### src/rtl/i2c_line_pkg.sv
package i2c_line_pkg;

  localparam int unsigned PHASE_W = 3;

  typedef enum logic [PHASE_W-1:0] {
    PH_IDLE      = 3'd0,
    PH_DATA_TX   = 3'd1,
    PH_ACK_TX    = 3'd2,
    PH_ADDR_ACK  = 3'd3,
    PH_ACK_RX    = 3'd4,
    PH_GEN_START = 3'd5,
    PH_GEN_STOP  = 3'd6,
    PH_GEN_RST   = 3'd7
  } phase_e;

  function automatic logic is_gen_phase(input phase_e p);
    return (p == PH_GEN_START) || (p == PH_GEN_STOP) || (p == PH_GEN_RST);
  endfunction

endpackage

### src/rtl/i2c_line_sync.sv
module i2c_line_sync #(
  parameter int unsigned STAGES = 2,
  parameter int unsigned WIDTH  = 2
) (
  input  logic             clk,
  input  logic             rst_n,
  input  logic [WIDTH-1:0] d,
  output logic [WIDTH-1:0] q
);

  localparam int unsigned LAST = STAGES - 1;

  for (genvar g = 0; g < WIDTH; g++) begin : g_line
    logic [STAGES-1:0] chain_q;
    logic [STAGES-1:0] chain_d;

    always_comb begin
      chain_d = {chain_q[STAGES-2:0], d[g]};
    end

    // idle bus lines are high, so the chain resets to 1
    always_ff @(posedge clk or negedge rst_n) begin
      if (!rst_n) chain_q <= '1;
      else        chain_q <= chain_d;
    end

    assign q[g] = chain_q[LAST];
  end

endmodule

### src/rtl/i2c_bus_monitor.sv
module i2c_bus_monitor (
  input  logic clk,
  input  logic rst_n,
  input  logic scl_s,
  input  logic sda_s,
  input  logic is_master,
  input  logic addr_mismatch,
  output logic start_det,
  output logic stop_det,
  output logic busy,
  output logic cancel,
  output logic cancel_now
);

  logic scl_p, sda_p, mm_q;
  logic start_q, stop_q, busy_q, cancel_q;
  logic start_raw, stop_raw, mm_rise, busy_d;

  always_comb begin
    start_raw  = scl_s & scl_p & sda_p & ~sda_s;
    stop_raw   = scl_s & scl_p & ~sda_p & sda_s;
    mm_rise    = addr_mismatch & ~mm_q & ~is_master;
    cancel_now = (stop_raw | mm_rise) & ~cancel_q;
    busy_d     = busy_q;
    if (start_raw)     busy_d = 1'b1;
    else if (stop_raw) busy_d = 1'b0;
  end

  always_ff @(posedge clk or negedge rst_n) begin
    if (!rst_n) begin
      scl_p    <= 1'b1;
      sda_p    <= 1'b1;
      mm_q     <= 1'b0;
      start_q  <= 1'b0;
      stop_q   <= 1'b0;
      busy_q   <= 1'b0;
      cancel_q <= 1'b0;
    end else begin
      scl_p    <= scl_s;
      sda_p    <= sda_s;
      mm_q     <= addr_mismatch;
      start_q  <= start_raw;
      stop_q   <= stop_raw;
      busy_q   <= busy_d;
      cancel_q <= cancel_now;
    end
  end

  assign start_det = start_q;
  assign stop_det  = stop_q;
  assign busy      = busy_q;
  assign cancel    = cancel_q;

  AST_START_BUSY: assert property (@(posedge clk) disable iff (!rst_n)
    start_q |-> busy_q);
  AST_STOP_IDLE: assert property (@(posedge clk) disable iff (!rst_n)
    stop_q |-> !busy_q);
  AST_CANCEL_PULSE: assert property (@(posedge clk) disable iff (!rst_n)
    cancel_q |=> !cancel_q);
  AST_START_ONE_CYCLE: assert property (@(posedge clk) disable iff (!rst_n)
    start_q |=> !start_q);

endmodule

### src/rtl/i2c_sda_drive.sv
module i2c_sda_drive
  import i2c_line_pkg::*;
(
  input  logic   clk,
  input  logic   rst_n,
  input  logic   is_master,
  input  phase_e phase,
  input  logic   tx_bit,
  input  logic   gen_sda_low,
  input  logic   mid_low,
  input  logic   cancel_now,
  output logic   sda_pull
);

  logic want_low, gen_now, upd_en, sda_d, sda_q;

  always_comb begin
    gen_now  = is_master & is_gen_phase(phase);
    want_low = 1'b0;
    unique case (phase)
      PH_DATA_TX:  want_low = ~tx_bit;
      PH_ACK_TX:   want_low = 1'b1;
      PH_ADDR_ACK: want_low = ~is_master;
      PH_GEN_START,
      PH_GEN_STOP,
      PH_GEN_RST:  want_low = is_master & gen_sda_low;
      default:     want_low = 1'b0;
    endcase
    upd_en = gen_now | mid_low;
    sda_d  = sda_q;
    if (cancel_now)  sda_d = 1'b0;
    else if (upd_en) sda_d = want_low;
  end

  always_ff @(posedge clk or negedge rst_n) begin
    if (!rst_n) sda_q <= 1'b0;
    else        sda_q <= sda_d;
  end

  assign sda_pull = sda_q;

  AST_SDA_HOLD: assert property (@(posedge clk) disable iff (!rst_n)
    (!gen_now && !mid_low && !cancel_now) |=> $stable(sda_q));
  AST_CANCEL_RELEASE: assert property (@(posedge clk) disable iff (!rst_n)
    cancel_now |=> !sda_q);

endmodule

### src/rtl/i2c_scl_drive.sv
module i2c_scl_drive
  import i2c_line_pkg::*;
(
  input  logic   clk,
  input  logic   rst_n,
  input  logic   is_master,
  input  logic   bus_owner,
  input  logic   arb_lost,
  input  phase_e phase,
  input  logic   scl_int,
  output logic   scl_pull
);

  logic follow, scl_d, scl_q;

  always_comb begin
    follow = is_master & (bus_owner | arb_lost | is_gen_phase(phase));
    scl_d  = follow & ~scl_int;
  end

  always_ff @(posedge clk or negedge rst_n) begin
    if (!rst_n) scl_q <= 1'b0;
    else        scl_q <= scl_d;
  end

  assign scl_pull = scl_q;

  AST_SLAVE_NO_SCL: assert property (@(posedge clk) disable iff (!rst_n)
    !is_master |=> !scl_q);
  AST_SCL_HIGH_RELEASE: assert property (@(posedge clk) disable iff (!rst_n)
    scl_int |=> !scl_q);

endmodule

### src/rtl/i2c_line_ctrl.sv
module i2c_line_ctrl
  import i2c_line_pkg::*;
#(
  parameter int unsigned SYNC_STAGES = 2
) (
  input  logic         clk,
  input  logic         rst_n,
  input  logic         scl_in,
  input  logic         sda_in,
  input  logic         mid_low,
  input  logic         scl_int,
  input  logic         is_master,
  input  logic         bus_owner,
  input  logic         arb_lost,
  input  logic [2:0]   phase,
  input  logic         tx_bit,
  input  logic         gen_sda_low,
  input  logic         addr_mismatch,
  output logic         sda_pull,
  output logic         scl_pull,
  output logic         busy,
  output logic         start_det,
  output logic         stop_det,
  output logic         cancel
);

  logic [1:0] line_s;
  logic       cancel_now;
  phase_e     phase_q;

  assign phase_q = phase_e'(phase);

  i2c_line_sync #(.STAGES(SYNC_STAGES), .WIDTH(2)) u_sync (
    .clk   (clk),
    .rst_n (rst_n),
    .d     ({scl_in, sda_in}),
    .q     (line_s)
  );

  i2c_bus_monitor u_mon (
    .clk           (clk),
    .rst_n         (rst_n),
    .scl_s         (line_s[1]),
    .sda_s         (line_s[0]),
    .is_master     (is_master),
    .addr_mismatch (addr_mismatch),
    .start_det     (start_det),
    .stop_det      (stop_det),
    .busy          (busy),
    .cancel        (cancel),
    .cancel_now    (cancel_now)
  );

  i2c_sda_drive u_sda (
    .clk         (clk),
    .rst_n       (rst_n),
    .is_master   (is_master),
    .phase       (phase_q),
    .tx_bit      (tx_bit),
    .gen_sda_low (gen_sda_low),
    .mid_low     (mid_low),
    .cancel_now  (cancel_now),
    .sda_pull    (sda_pull)
  );

  i2c_scl_drive u_scl (
    .clk       (clk),
    .rst_n     (rst_n),
    .is_master (is_master),
    .bus_owner (bus_owner),
    .arb_lost  (arb_lost),
    .phase     (phase_q),
    .scl_int   (scl_int),
    .scl_pull  (scl_pull)
  );

endmodule

### config.mk
export PLATFORM = sky130hd
export DESIGN_NAME = i2c_line_ctrl
export DESIGN_NICKNAME = d
export VERILOG_FILES = /design/src/rtl/i2c_line_pkg.sv /design/src/rtl/i2c_line_sync.sv /design/src/rtl/i2c_bus_monitor.sv /design/src/rtl/i2c_sda_drive.sv /design/src/rtl/i2c_scl_drive.sv /design/src/rtl/i2c_line_ctrl.sv
export SDC_FILE = /design/constraint.sdc
export NUM_CORES = 1
export LEC_CHECK = 0
export BUFFER_PORTS_ARGS = -buffer_cell sky130_fd_sc_hd__buf_2
export CORE_AREA = 3 3 40 42
export CTS_CLUSTER_DIAMETER = 50
export CTS_CLUSTER_SIZE = 10
export DETAILED_ROUTE_END_ITERATION = 12
export DIE_AREA = 0 0 43 45
export PLACE_DENSITY = 0.69
export SYNTH_ARGS = -nofsm -noshare
export SYNTH_HDL_FRONTEND = slang
export SYNTH_SLANG_ARGS = --single-unit
### constraint.sdc
create_clock -name clk -period 2.68 [get_ports clk]
set_clock_uncertainty 0.15 [all_clocks]
set_input_delay 0.536 -clock clk [delete_from_list [all_inputs] [get_ports clk]]
set_output_delay 0.536 -clock clk [all_outputs]
set_load 0.02 [all_outputs]
==> impl_metrics.env, run 1 <==
export IMPL_grt_use_total_pct=9.49
export IMPL_worst_path_max_delay_cell="dfrtp_1"
export IMPL_syn_cell_area_sq_um=472
export IMPL_die_y_um=45
export IMPL_overflow=0
export IMPL_setup_violations=0
export IMPL_drc=0
export IMPL_fin_ws_ns=1.17
export IMPL_swShare_pct=23.5
export IMPL_ir_worst_vdd_v=0.000421
export IMPL_worstMarginPinSlew_ns=0.271
export IMPL_tns_ns=0
export IMPL_first_pass_iters=2
export IMPL_holdWs_ns=0.207
export IMPL_syn_avg_cell_area_sq_um=14.7
export IMPL_finalHoldViolCount=0
export IMPL_switchingPower_mw=0.0899
export IMPL_worstHoldStart="u_sync.g_line[0].chain_q[0]$_DFF_PN1_"
export IMPL_cts_buffer_depth=2
export IMPL_crit_path_start="u_mon.cancel$_DFF_PN0_"
export IMPL_die_w_um=43
export IMPL_ctsHtreeMaxLevel=1
export IMPL_start_util_pct=36.7
export IMPL_nets=73
export IMPL_post_cts_setup_buffers=0
export IMPL_clockPowerShare_pct=30.1
export IMPL_synth_warnings=0
export IMPL_diodes=0
export IMPL_num_fill_cells=117
export IMPL_hold_class="flip-flop to flip-flop"
export IMPL_gp_congestion=0.621
export IMPL_clock_latency_ns=0.27
export IMPL_cp_required_ns=1.99
export IMPL_vias_per_cell=4.75
export IMPL_period_needed_ns=1.51
export IMPL_clkSlewWorstSetupHoldPaths_ns=0.07
export IMPL_rr_endpoint="u_sda.sda_pull$_DFFE_PN0P_"
export IMPL_cp_data_arrival_time_ns=0.83
export IMPL_cp_max_fo=2
export IMPL_wl_um=781
export IMPL_clockRootBuffer="clkbuf_4"
export IMPL_hold_end="u_sync.g_line[0].chain_q[1]$_DFF_PN1_"
export IMPL_path_delay_family="flip-flops"
export IMPL_cp_slowest_stage_delay_ns=0.39
export IMPL_synth_seq_area_share_pct=70.6
export IMPL_wire_per_inst_um=10.8
export IMPL_cts_buffers=3
export IMPL_cts_sinks=13
export IMPL_leakage_nw=0.312
export IMPL_cp_start_kind="flip-flop"
export IMPL_outcome="finished clean"
export IMPL_drv_slew=0
export IMPL_p_per_area_mw_per_mm2=611
export IMPL_row_count=13
export IMPL_path_class="flip-flop to output pin"
export IMPL_reg2reg_depth=3
export IMPL_first_global_vias=309
export IMPL_grt_pass1_wl_um=1270
export IMPL_power_mw=0.383
export IMPL_intPower_mw=0.293
export IMPL_drv_cap=0
export IMPL_antenna_found_initial=0
export IMPL_area_growth_pct=32.9
export IMPL_synth_distinct_cells=18
export IMPL_ctsResizeCount=0
export IMPL_path_cells="buf_2"
export IMPL_slew_headroom_pct=82.0
export IMPL_whs_path_depth=0
export IMPL_dr_first_iter_drc_count=1
export IMPL_io_buffers=20
export IMPL_pin_count=21
export IMPL_finalCritPeriodShare_pct=56.5
export IMPL_synth_nets=47
export IMPL_r2r_slack_ns=1.45
export IMPL_antenna_left=0
export IMPL_fin_util_pct=48.8
export IMPL_crit_buf_inv=1
export IMPL_dieArea_sq_mm=0.00194
export IMPL_regArea_sq_um=333
export IMPL_pwr_share_comb_pct=13.2
export IMPL_synthCells=32
export IMPL_rr_startpoint="u_sync.g_line[1].chain_q[1]$_DFF_PN1_"
export IMPL_fmax_mhz=661
export IMPL_seqPwrFrac_pct=56.8
export IMPL_rsz0062_at_grt="false"
export IMPL_vias=342
export IMPL_grt_max_degree=14
export IMPL_ys_seq_elements=13
export IMPL_coreArea_sq_mm=0.00128
export IMPL_cp_end_kind="output pin"
export IMPL_multi_input_area_sq_um=135
export IMPL_drive_gt1_share_pct=56.1
export IMPL_tritoncts="built"
export IMPL_dp_slack_ns=1.10
-- cell usage after synthesis --
master | count | share of area [%]
a211oi_2 | 1 | 2.7
a21o_1 | 1 | 1.6
a21oi_1 | 2 | 2.1
a21oi_2 | 1 | 1.9
a311o_1 | 1 | 2.1
a32oi_1 | 1 | 1.9
and4b_1 | 1 | 2.1
dfrtp_1 | 7 | 37
dfstp_2 | 6 | 33
inv_1 | 1 | 0.79
nand4b_1 | 1 | 1.9
nor2_1 | 2 | 1.6
nor2b_1 | 2 | 2.7
o211ai_1 | 1 | 1.6
o21ai_0 | 1 | 1.1
o21ba_2 | 1 | 2.1
or2b_1 | 1 | 1.6
or3b_1 | 1 | 1.9
-- routing by layer --
layer / wire length (um) / up-vias / GRT usage, %
li1: - / 165 / -
met1: 321 / 159 / 11.2
met2: 346 / 16 / 11.7
met3: 104 / 2 / 7.97
met4: 8 / 0 / 5.42
met5: 0 / - / 0
-- area by class of cell --
type | instances | share of cell area (%)
timing repair buffer | 21 | 17.6
clock buffer | 4 | 4.19
sequential | 13 | 53.1
multi-input combinational | 18 | 21.6
tap | 15 | 2.99
inverter | 1 | 0.599
-- flip-flops by register name, indices dropped and copies added, names as in the netlist --
register,cells
u_sync.g_line.chain_q,4
u_mon.busy,1
u_mon.cancel,1
u_mon.mm_q,1
u_mon.scl_p,1
u_mon.sda_p,1
u_mon.start_det,1
u_mon.stop_det,1
u_scl.scl_pull,1
u_sda.sda_pull,1
-- power by group through the flow --
stage	clock, mW	combinational, mW	sequential, mW
after floorplan	0	0.0155	0.229
after global placement	0	0.0492	0.221
after detailed placement	0	0.0501	0.221
after CTS	0.123	0.0511	0.218
after global routing	0.136	0.0556	0.219
final	0.115	0.0504	0.217
-- placed cells by master, fill, tap and decap left out, types with 2 or more instances in the layout --
cell type and instances:
nor2_1 2, dfstp_2 6, nor2b_1 2, buf_2 20, dfrtp_1 7, clkbuf_4 3
a21oi_1 2
-- worst max-delay path by stage --
stage               depth (start not counted)  slack, ns                          to
floorplan                                   3       1.27  u_sda.sda_pull$_DFFE_PN0P_
global placement                            4       1.13  u_sda.sda_pull$_DFFE_PN0P_
detailed placement                          4       1.10  u_sda.sda_pull$_DFFE_PN0P_
CTS                                         1       1.15                      cancel
global route                                1       1.12                      cancel
finish                                      1       1.17                      cancel
-- metrics by stage --
step	cell area, sq um	std cells
after detailed placement	591	67
final	627	72
after global routing	627	72
after global placement	591	67
after CTS	627	72
after floorplan	472	32
-- logic make-up after synthesis --
logic type             synth area share (%)
AOI/OAI and AO/OA                      17.0
buffers and inverters                 0.795
DFF                                    70.6
and+or+nand+nor                        11.7
-- what timing repair did --
action	CTS	global route
hold buffers	1	0
endpoints found under the setup margin	0	0
hold endpoints to repair	7	0
No activity file was read; power rests on OpenSTA's default activity.
==> run 2: changes to the inputs <==
--- a/config.mk
+++ b/config.mk
@@ -5,13 +5,14 @@
 export SDC_FILE = /design/constraint.sdc
 export NUM_CORES = 1
 export LEC_CHECK = 0
+export ABC_AREA = 1
 export BUFFER_PORTS_ARGS = -buffer_cell sky130_fd_sc_hd__buf_2
 export CORE_AREA = 3 3 40 42
 export CTS_CLUSTER_DIAMETER = 50
 export CTS_CLUSTER_SIZE = 10
 export DETAILED_ROUTE_END_ITERATION = 12
 export DIE_AREA = 0 0 43 45
-export PLACE_DENSITY = 0.69
+export PLACE_DENSITY = 0.73
 export SYNTH_ARGS = -nofsm -noshare
 export SYNTH_HDL_FRONTEND = slang
 export SYNTH_SLANG_ARGS = --single-unit
==> constraint.sdc (replaced) <==
create_clock -name clk -period 1.3 [get_ports clk]
set_clock_uncertainty 0.15 [all_clocks]
set_input_delay 0.26 -clock clk [delete_from_list [all_inputs] [get_ports clk]]
set_output_delay 0.26 -clock clk [all_outputs]
set_load 0.02 [all_outputs]
==> impl_metrics.env, run 2 <==
export IMPL_outcome="finished clean"
export IMPL_drv_slew=0
export IMPL_crit_buf_inv=1
export IMPL_antenna_left=0
export IMPL_wl_um=922
export IMPL_whs_path_depth=3
export IMPL_tritoncts="built"
export IMPL_power_mw=0.811
export IMPL_hold_class="input port to flip-flop"
export IMPL_grt_pass1_wl_um=1610
export IMPL_setup_violations=0
export IMPL_first_pass_iters=4
export IMPL_synthDominantCellAreaShare_pct=35.9
export IMPL_row_count=13
export IMPL_synth_nets=61
export IMPL_ctsHtreeMaxLevel=1
export IMPL_final_common_cell="buf_2"
export IMPL_hold_end="u_scl.scl_pull$_DFF_PN0_"
export IMPL_worstMarginPinSlew_ns=0.273
export IMPL_coreArea_sq_mm=0.00128
export IMPL_synth_top_area_cell="dfrtp_1"
export IMPL_mostFrequentLayoutCells="20 x buf_2, 8 x inv_1, 7 x nand2_1, 7 x dfrtp_1, 6 x dfstp_2"
export IMPL_vias_per_cell=4.46
export IMPL_rr_startpoint="u_mon.scl_p$_DFF_PN1_"
export IMPL_drv_cap=0
export IMPL_io_buffers=20
export IMPL_nets=92
export IMPL_top_usage_layer="met2"
export IMPL_dp_hpwl_um=722
export IMPL_path_cells="buf_2"
export IMPL_p_per_area_mw_per_mm2=1170
export IMPL_finalCritPeriodShare_pct=95.3
export IMPL_ir_worst_vdd_v=0.000559
export IMPL_synth_seq_area_share_pct=68.2
export IMPL_clockRootBuffer="clkbuf_4"
export IMPL_wire_per_inst_um=10.1
export IMPL_start_util_pct=38.0
export IMPL_cp_end_kind="output pin"
export IMPL_use_met3_pct=5.98
export IMPL_cp_required_ns=0.89
export IMPL_r2r_slack_ns=0.08
export IMPL_finalHoldViolCount=0
export IMPL_antenna_found_initial=0
export IMPL_fin_ws_ns=0.0611
export IMPL_syn_avg_cell_area_sq_um=10.6
export IMPL_period_needed_ns=1.24
export IMPL_pin_count=21
export IMPL_dr_first_iter_drc_count=5
export IMPL_synthFlopType="dfrtp_1"
export IMPL_rr_endpoint="u_sda.sda_pull$_DFFE_PN0P_"
export IMPL_async_reset_ff_share_pct=100
export IMPL_slew_headroom_pct=81.8
export IMPL_gp_congestion=0.648
export IMPL_overflow=0
export IMPL_die_y_um=45
export IMPL_cp_slowest_stage_delay_ns=0.40
export IMPL_drc=0
export IMPL_grt_max_degree=14
export IMPL_met2_usage_pct=21.3
export IMPL_cts_buffer_depth=2
export IMPL_synthCells=46
export IMPL_path_delay_family="flip-flops"
export IMPL_die_w_um=43
export IMPL_syn_cell_area_sq_um=488
export IMPL_worstHoldStart="bus_owner"
export IMPL_cp_data_arrival_time_ns=0.83
export IMPL_dieArea_sq_mm=0.00194
export IMPL_vias=406
export IMPL_cts_sinks=13
export IMPL_synth_edf_count=0
export IMPL_cp_start_kind="flip-flop"
export IMPL_worst_path_max_delay_cell="dfrtp_1"
export IMPL_path_class="flip-flop to output pin"
export IMPL_reg2reg_depth=5
export IMPL_rsz0062_at_grt="false"
export IMPL_clkSlewWorstSetupHoldPaths_ns=0.08
export IMPL_diodes=0
export IMPL_fmax_mhz=807
export IMPL_grt_use_total_pct=11.5
export IMPL_use_met1_pct=11.9
export IMPL_leakage_nw=0.386
export IMPL_netlist_top_cells_count="8 x inv_1, 7 x dfrtp_1, 7 x nand2_1"
export IMPL_first_global_vias=434
export IMPL_largest_register_ffs=4
export IMPL_max_flop_register="u_sync.g_line.chain_q"
export IMPL_drive_gt1_share_pct=47.4
export IMPL_ys_seq_elements=13
export IMPL_synth_most_common_cell="inv_1"
export IMPL_synth_warnings=0
export IMPL_synth_area_leaders="dfrtp_1 36%, dfstp_2 32%, inv_1 6.2%"
export IMPL_cts_buffers=3
export IMPL_synth_distinct_cells=15
export IMPL_clock_latency_ns=0.27
export IMPL_area_growth_pct=42.6
export IMPL_tns_ns=0
export IMPL_num_fill_cells=117
export IMPL_cp_max_fo=2
export IMPL_dp_slack_ns=0.0668
run 2: power breakdown:
group / leakage [nW] / switching (mW) / internal (mW)
Combinational: 0.218 / 0.0651 / 0.0538
Clock: 0.0150 / 0.122 / 0.119
Sequential: 0.153 / 0.0133 / 0.438
run 2: worst max-delay path by stage:
stage / startpoint / cells past startpoint / endpoint / slack [ns]
after detailed placement: u_sync.g_line[0].chain_q[1]$_DFF_PN1_ / 5 / u_sda.sda_pull$_DFFE_PN0P_ / 0.07
after CTS: u_sda.sda_pull$_DFFE_PN0P_ / 1 / sda_pull / 0.05
after global placement: u_sync.g_line[1].chain_q[1]$_DFF_PN1_ / 5 / u_sda.sda_pull$_DFFE_PN0P_ / 0.1
after floorplan: u_sync.g_line[0].chain_q[1]$_DFF_PN1_ / 5 / u_sda.sda_pull$_DFFE_PN0P_ / 0.13
final: u_sda.sda_pull$_DFFE_PN0P_ / 1 / sda_pull / 0.06
after global routing: u_mon.scl_p$_DFF_PN1_ / 5 / u_sda.sda_pull$_DFFE_PN0P_ / 0.002
run 2: per-stage QoR:
| stage | cells | util [%] | hold slack [ns] | area [sq um] |
|---|---|---|---|---|
| 2_1_floorplan | 46 | - | -0.186 | 488 |
| 3_3_place_gp | 81 | 47.2 | 0.0000284 | 607 |
| 3_5_place_dp | 81 | 47.2 | 0.00292 | 607 |
| 4_1_cts | 90 | 53.2 | 0.122 | 683 |
| 5_1_grt | 91 | 54.1 | 0.115 | 696 |
| 6_report | 91 | 54.1 | 0.112 | 696 |
run 2: cell families after synthesis:
group | share of synthesized area, %
compound gates | 1.02
buf+inv | 7.69
flops | 68.2
simple gates | 23.1
run 2: final cells by class:
class / count / area [sq um] / area share (%)
clock buffer: 4 / 26.3 / 3.78
inverter: 10 / 37.5 / 5.40
timing repair buffer: 26 / 158 / 22.7
sequential: 13 / 333 / 47.8
multi-input combinational: 23 / 123 / 17.6
tap: 15 / 18.8 / 2.70
run 2: per-layer routing:
layer  part of all wire [%]  wire length (um)
met1                     41               378
met2                     53               490
met3                    5.7                53
met4                      0                 0
met5                      0                 0
run 2: timing repair:
action                                 in CTS  in global routing
endpoints found under the hold margin      17                  0
hold buffers                                5                  0
buffers inserted                            0                  1
gates resized for setup                     0                  1
setup endpoints to repair                   0                  1
